**src/rtl/wdt_expiry_guard.sv**
```systemverilog
module wdt_expiry_guard #(
  parameter int          PERIOD_W   = 30,
  parameter int          EXPIRIES   = 4,
  parameter int          SRC_W      = 4,
  parameter logic [31:0] UNLOCK_KEY = 32'h0000_C45A
) (
  input  logic        clk,
  input  logic        rst_n,
  input  logic        wr_en,
  input  logic        wdt_sel,
  input  logic [3:0]  addr,
  input  logic [31:0] wdata,
  output logic [31:0] rdata,
  output logic        irq,
  output logic        sys_rst,
  output logic        aux_rst
);
  localparam int CW = $clog2(EXPIRIES + 1);
  localparam logic [CW-1:0] LAST = CW'(EXPIRIES - 1);

  logic                tmr_en, tmr_per, pend;
  logic [PERIOD_W-1:0] period, count;
  logic                int_en, rst_en, aux_en, running, unlocked;
  logic [SRC_W-1:0]    src;
  logic [CW-1:0]       exp_cnt;

  logic tv_wr, tc_wr, cfg_wr, cmd_wr, key_wr, wdt_wr;
  logic pend_clr, fire, tick, last, do_stop, do_start, service;
  logic unused_bits;

  assign tv_wr  = wr_en & ~wdt_sel & (addr == 4'h0);
  assign tc_wr  = wr_en & ~wdt_sel & (addr == 4'h4);
  assign wdt_wr = wr_en & wdt_sel;
  assign cfg_wr = wdt_wr & (addr == 4'h0);
  assign cmd_wr = wdt_wr & (addr == 4'h8);
  assign key_wr = wdt_wr & (addr == 4'hC);

  assign pend_clr = tc_wr & wdata[30];
  assign fire     = tmr_en & (count == '0);
  assign tick     = fire & running & (src == '0);
  assign last     = tick & (exp_cnt == LAST);
  assign do_stop  = cmd_wr & wdata[1] & unlocked;
  assign do_start = cmd_wr & wdata[0] & ~do_stop;
  assign service  = pend_clr | do_start;
  assign unused_bits = ^wdata;

  // timer
  always_ff @(posedge clk) begin
    if (!rst_n) begin
      tmr_en <= 1'b0;
      tmr_per <= 1'b0;
      period <= '0;
      count <= '0;
    end else if (tv_wr) begin
      tmr_en <= wdata[31];
      tmr_per <= wdata[30];
      period <= wdata[PERIOD_W-1:0];
      count <= wdata[PERIOD_W-1:0];
    end else if (fire) begin
      count <= period;
      if (!tmr_per) tmr_en <= 1'b0;
    end else if (tmr_en) begin
      count <= count - 1'b1;
    end
  end

  always_ff @(posedge clk) begin
    if (!rst_n)        pend <= 1'b0;
    else if (fire)     pend <= 1'b1;
    else if (pend_clr) pend <= 1'b0;
  end

  // supervisor
  always_ff @(posedge clk) begin
    if (!rst_n) begin
      int_en <= 1'b0;
      rst_en <= 1'b0;
      aux_en <= 1'b0;
      src <= '0;
    end else if (cfg_wr) begin
      int_en <= wdata[12];
      rst_en <= wdata[14];
      aux_en <= wdata[15];
      src <= wdata[SRC_W-1:0];
    end
  end

  always_ff @(posedge clk) begin
    if (!rst_n)      unlocked <= 1'b0;
    else if (wdt_wr) unlocked <= key_wr & (wdata == UNLOCK_KEY);
  end

  always_ff @(posedge clk) begin
    if (!rst_n)        running <= 1'b0;
    else if (do_stop)  running <= 1'b0;
    else if (do_start) running <= 1'b1;
  end

  always_ff @(posedge clk) begin
    if (!rst_n)                             exp_cnt <= '0;
    else if (do_stop || service || last)    exp_cnt <= '0;
    else if (tick)                          exp_cnt <= exp_cnt + 1'b1;
  end

  always_ff @(posedge clk) begin
    if (!rst_n) begin
      sys_rst <= 1'b0;
      aux_rst <= 1'b0;
    end else begin
      sys_rst <= last & ~service & ~do_stop & rst_en;
      aux_rst <= last & ~service & ~do_stop & aux_en;
    end
  end

  assign irq = pend & int_en;

  always_comb begin
    rdata = '0;
    if (!wdt_sel) begin
      case (addr)
        4'h0: rdata = {tmr_en, tmr_per, 30'(period)};
        4'h4: rdata[30] = pend;
        default: rdata = '0;
      endcase
    end else begin
      case (addr)
        4'h0: begin
          rdata[SRC_W-1:0] = src;
          rdata[12] = int_en;
          rdata[14] = rst_en;
          rdata[15] = aux_en;
        end
        4'h8: begin
          rdata[0] = running;
          rdata[8 +: CW] = exp_cnt;
        end
        default: rdata = '0;
      endcase
    end
  end

  assert_pend_from_expiry_R1: assert property (@(posedge clk) disable iff (!rst_n)
    $rose(pend) |-> $past(tmr_en && count == '0));
  assert_enable_drop_R2: assert property (@(posedge clk) disable iff (!rst_n)
    $fell(tmr_en) |-> $past(tv_wr || (!tmr_per && count == '0)));
  assert_single_pulse_R6: assert property (@(posedge clk) disable iff (!rst_n)
    sys_rst |=> !sys_rst);
  assert_reset_gated_R6: assert property (@(posedge clk) disable iff (!rst_n)
    sys_rst |-> ($past(rst_en) && $past(running) && pend));
  assert_run_bound_R6: assert property (@(posedge clk) disable iff (!rst_n)
    exp_cnt < CW'(EXPIRIES));
  assert_stop_needs_key_R8: assert property (@(posedge clk) disable iff (!rst_n)
    $fell(running) |-> $past(unlocked && cmd_wr));
  assert_source_gate_R9: assert property (@(posedge clk) disable iff (!rst_n)
    (src != '0) |=> $stable(exp_cnt) || exp_cnt == '0);
endmodule

```
**config.mk**
```make
export PLATFORM = sky130hd
export DESIGN_NAME = wdt_expiry_guard
export DESIGN_NICKNAME = d
export VERILOG_FILES = /design/src/rtl/wdt_expiry_guard.sv
export SDC_FILE = /design/constraint.sdc
export NUM_CORES = 1
export LEC_CHECK = 0
export BUFFER_PORTS_ARGS = -buffer_cell sky130_fd_sc_hd__buf_2
export CORE_ASPECT_RATIO = 0.9
export CORE_MARGIN = 2
export CORE_UTILIZATION = 50
export CTS_BUF_LIST = sky130_fd_sc_hd__clkbuf_4
export DETAILED_ROUTE_END_ITERATION = 6
export HOLD_SLACK_MARGIN = 0.15
export PLACE_DENSITY = 0.85
export REMOVE_ABC_BUFFERS = 1
export SLEW_MARGIN = 10
export SYNTH_ARGS = -nofsm -noshare
export SYNTH_HDL_FRONTEND = slang
export SYNTH_SLANG_ARGS = --single-unit
```
**constraint.sdc**
```tcl
create_clock -name clk -period 5.2 [get_ports clk]
set_input_delay 0 -clock clk [delete_from_list [all_inputs] [get_ports clk]]
set_output_delay 0 -clock clk [all_outputs]
set_load 0.02 [all_outputs]
```
; ---- Word-level counts from Yosys, hierarchy flattened
; Index checks and enable logic that the tools add are counted.
[op_classes]
addsub = 2
n_mul = 0
div = 0
n_lt_le_gt_ge = 0
n_eq_ne = 6
shift = 0
mux = 17
bitwise_logic = 27
n_reduce_logical = 11
[op_table]
columns = cell, n
row1 = two-way mux 30 bit, 4
row2 = equality test 32 x 16 -> 1 bit (second input constant), 1
row3 = two-way mux 32 bit, 1
row4 = logical NOT 30 bit, 1
row5 = subtractor 30 x 1 -> 30 bit (second input constant), 1
row6 = bitwise AND 1 bit, 22
row7 = equality test 4 bit (second input constant), 2
row8 = logical NOT 4 bit, 2
row9 = two-way mux 1 bit, 7
row10 = two-way mux 3 bit, 2
row11 = equality test 4 x 3 -> 1 bit (second input constant), 1
row12 = inverter 1 bit, 4
row13 = case mux 1 bit (2 select lines), 2
row14 = nonzero test 2 bit, 2
row15 = OR reduction 2 bit, 2
row16 = adder 3 x 1 -> 3 bit (second input constant), 1
row17 = equality test 3 x 2 -> 1 bit (second input constant), 1
row18 = nonzero test 3 bit, 1
row19 = logical OR 1 bit, 2
row20 = two-way mux 2 bit, 1
row21 = inequality test 2 x 1 -> 1 bit (second input constant), 1
row22 = AND reduction 2 bit, 1
row23 = bitwise OR 1 bit, 1
[word_totals]
regBits = 77
latch_bits = 0
mem_bits_rw = 0
rom_bits = 0
input_bits = 40
elab_cells = 77
n_memories = 0

; ---- Longest topological paths before layout
[depth]
depth_word = 11
mapped_depth = 9

; ---- Worst setup path after synthesis
; Ideal clock, no wire load.
[synth_path]
path_kind = reg-to-reg
start = register count[21]
end = register count[17]
setup_ns = 0.134
arrival_ns = 2.377
t_required_ns = 5.066
path_slack_ns = 2.689
path_stages_with_launch = 9
n_path_buf = 3
synth_period_minus_slack_ns = 2.511
cell_sequence = dfxtp_1 > or4_4 > or4b_1 > buf_2 > or3_1 > buf_6 > buf_6 > o21ai_1 > o22ai_1
[synth_between]
elab_chain_cells = 4
elab_cells_between_ends = 5
classes_between = mux: 2 / bitwise: 1 / reduce/logical: 2
[synth_rtl]
columns = item, line_no
row1 = "start, declared", 22  ; logic [PERIOD_W-1:0] period, count;
row2 = "start signal, assigned", 58  ; count <= wdata[PERIOD_W-1:0];
row3 = "start signal, assigned", 60  ; count <= period;
row4 = "start signal, assigned", 63  ; count <= count - 1'b1;
row5 = logical NOT 30 bit (*), 39  ; assign fire = tmr_en & (count == '0);
row6 = bitwise AND 1 bit (*), 39
row7 = two-way mux 30 bit, 59  ; end else if (fire) begin
row8 = two-way mux 30 bit, 54  ; end else if (tv_wr) begin
; Mark *: on every way between the ends. The rest lies on a longest branch, timed or not.
; A chain may end at the register's enable or synchronous reset.

; ---- Worst setup path after layout
[layout_path]
start = register count[21]
end = register count[8]
; The elaborated chain is that of the path after synthesis.

==> summary.txt <==
Outcome
  – Result of the run: completed

Timing
  – Final period demand of the worst path: around 3300 ps
  – Worst Skew: between 10 and 15 ps
  – Rel. slew slack: between 20% and 30%
  – Setup tns final: 0 ps
  – Hold Fails Final Rpt: 0
  – Setup violations, final: 0
  – Share of the cycle needed by the critical path after routing: 62.9%
  – PnR worst setup slack: about 1900 ps
  – RSZ-0062 raised after global routing: false
  – Slew at the pin closest to its max-slew limit: 1190 ps
  – Highest achievable clock rate: around 0.31 GHz
  – Total count of max-transition violations in the final report: 0

Drt
  – Initial DRC Count: approximately 570
  – Post-detailed-routing wire length: around 14000 µm
  – Count of vias placed by the detailed router: ~4800
  – Total met2 wirelength after detailed routing: ~6300 µm
  – DRC violation count after routing: 0
  – Routed via count divided by cell count: around 6.3
  – Wire length on met1: 5580 µm
  – Met3 WL post-DR: 1430 µm
  – Max layer used: met4
  – Avg WL per Cell: between 15 and 20 µm
  – Count of antenna-violating nets left after detailed routing: 0
  – DRT Pass-1 Iters: 5

CTS
  – Clock slew at the register clock pins of the worst setup and hold paths: 120 ps
  – Clock latency of the later-clocked register in the worst-skew pair: roughly 450 ps
  – Clock buffer count from CTS: 9
  – TritonCTS Sinks: a little under 80
  – Root buf cell: clkbuf_4
  – H-tree levels: 3
  – TritonCTS clock tree: done
  – CTS max path bufs: 2

GRT
  – Overflow after GRT: 0
  – Maximum number of pins on one net before global-route repair: 66
  – Global-route wire length before repair: 21800 µm
  – Initial antenna violation count: 1
  – Total GRT Usage: roughly 30%
  – Number of global-route vias before repair: around 4400

Power
  – Internal: around 810 µW
  – Peak supply drop: around 0.14 mV
  – Share of power burned in registers: about 52%
  – Switching share of total power: a little over 30%
  – Leakage power total: approximately 1.9 nW
  – Logic pwr share: 20.7%
  – Net Switching: ~360 µW
  – Portion of total power attributed to the clock network: between 20% and 30%
  – Total power divided by cell area: between 200 and 250 nW/µm²

Critical path
  – Crit path kind: flip-flop to flip-flop
  – Minimum setup slack among reg-to-reg paths: approximately 1900 ps
  – Element type at the critical path start: flip-flop
  – Worst EP required: 5500 ps
  – Max Fanout on Critical Path: 26
  – Critical path capture point type: flip-flop
  – Arrival time worst endpoint: between 3000 and 4000 ps

Yosys
  – Primary flip-flop cell chosen by synthesis mapping: dfxtp_1
  – Mean cell area of the mapped netlist: a little under 8 µm²
  – Number of storage elements in the synthesis netlist: between 70 and 80
  – Number of flops mapped to enable cells by yosys: 0
  – Synth async-reset ratio: 0%
  – Area of the mapped netlist: ~4300 µm²
  – Cells after Synth: approximately 550
  – Part of the Yosys area used for sequential elements: roughly 36%
  – Number of warnings printed during yosys synthesis: 0
  – Unique masters post-synth: 62

Placement
  – Port-buffer cells: 74
  – Worst slack, placed: 2010 ps
  – Detailed-placement wirelength estimate: 9020 µm
  – Weighted congestion at the end of routability-driven global placement: approximately 1
  – Total cell area at the placement stage: 4670 µm²

Hold path
  – Class of the tightest hold or removal check: input port to flip-flop

Layout
  – Layout Cell Area excl Fill: 5160 µm²
  – Area growth syn-to-layout: 20.9%
  – Fraction of final layout cells with drive strength greater than 1: 18.2%
  – Most frequent cells in the layout: 80 x nand2_1, 77 x dfxtp_1, 74 x buf_2
  – Nets: about 680
  – Leading cell type in the layout, fill and taps excluded: nand2_1

Die
  – Die width: about 100 µm
  – Die outline height: 91.7 µm
  – Die area: approximately 9300 µm²
  – Initial cell density of the core: between 50% and 60%
  – Number of cell rows: 31
  – Total I/O pin count: 75
  – Core area: between 8000 and 9000 µm²

Job
  – Number of max-cap violations: 0
[path summary, 6_finish.rpt]
check / startpoint / end / cells past startpoint
worst min-delay path: wdt_sel / unlocked$_SDFFE_PN0N_ / 4
worst max register to register: count[21]$_SDFFE_PN0P_ / count[8]$_SDFFE_PN0P_ / 5
worst min register to register: period[6]$_SDFFE_PN0P_ / period[6]$_SDFFE_PN0P_ / 2
worst max-delay path: count[21]$_SDFFE_PN0P_ / count[8]$_SDFFE_PN0P_ / 5
[state kept, by name, indices dropped and copies added (netlist names), 3 cells and up]
name and count:
period 30, exp_cnt 3, count 30, src 4
[layout make-up]
type | count | area, µm²
fillers | 707 | 3020
multi-input cells | 420 | 2530
flip-flops and latches | 77 | 1540
repair buffers | 118 | 798
well taps | 115 | 144
clock buffers | 12 | 90.1
inverters | 12 | 45.0
clock inverters | 3 | 13.8
diodes | 1 | 2.50
[cells by family after synthesis]
family	Yosys count	share of synthesized area, %
compound gates	145	22.7
xor+xnor	10	2.05
fa+ha+maj	3	0.879
buf+inv	49	4.95
flops	77	36.1
mux	22	5.22
simple gates	240	28.1
[critical path: stages (launching register included)]
cell and delay, ps:
dfxtp_1 390, or4_4 590, or4b_1 700, or3_1 880
o21ai_0 410, a311oi_1 140
[layer usage]
layer  vias up  GRT usage, %
met3        51          7.32
li1       2185             -
met4         0          12.2
met5         -             0
met2       303          46.5
met1      2216          39.2
[repair_timing]
| item | in CTS | in global routing |
|---|---|---|
| hold endpoints to repair | 75 | 0 |
| gates resized for setup | 0 | 0 |
| hold buffers | 39 | 0 |
| buffers inserted | 0 | 0 |
[stage by stage]
stage,hold WS (ps),instances,util [%],total power [mW]
after detailed placement,275,703,57.0,0.834
after global routing,256,758,63.1,1.20
after CTS,190,757,63.0,1.16
final,202,758,63.1,1.17
after global placement,265,703,57.0,0.829
after floorplan,83.1,509,-,0.761
[cells in the mapped netlist (all sizes together) (5+ instances only)]
library cell,count,area share (%)
and2,19,2.8
nand4,7,1.0
o32ai,6,1.2
nor3,25,3.2
clkbuf,30,2.6
or3,7,1.0
mux2i,20,4.7
nand3,9,1.1
dfxtp,77,36
nor2,49,4.3
nand2,80,7.0
nor4,20,3.2
a22oi,17,3.0
o21ai,26,3.4
inv,11,0.97
o22ai,9,1.3
a311oi,5,1.0
buf,7,1.3
xnor2,10,2.1
a21oi,49,5.7
[power groups by stage]
stage | sequential, mW | clock (mW) | combinational [mW]
global route | 0.611 | 0.332 | 0.260
global placement | 0.622 | 0 | 0.207
finish | 0.610 | 0.316 | 0.242
floorplan | 0.619 | 0 | 0.141
detailed placement | 0.623 | 0 | 0.212
CTS | 0.609 | 0.314 | 0.234
(Power assumes the default switching activity.)
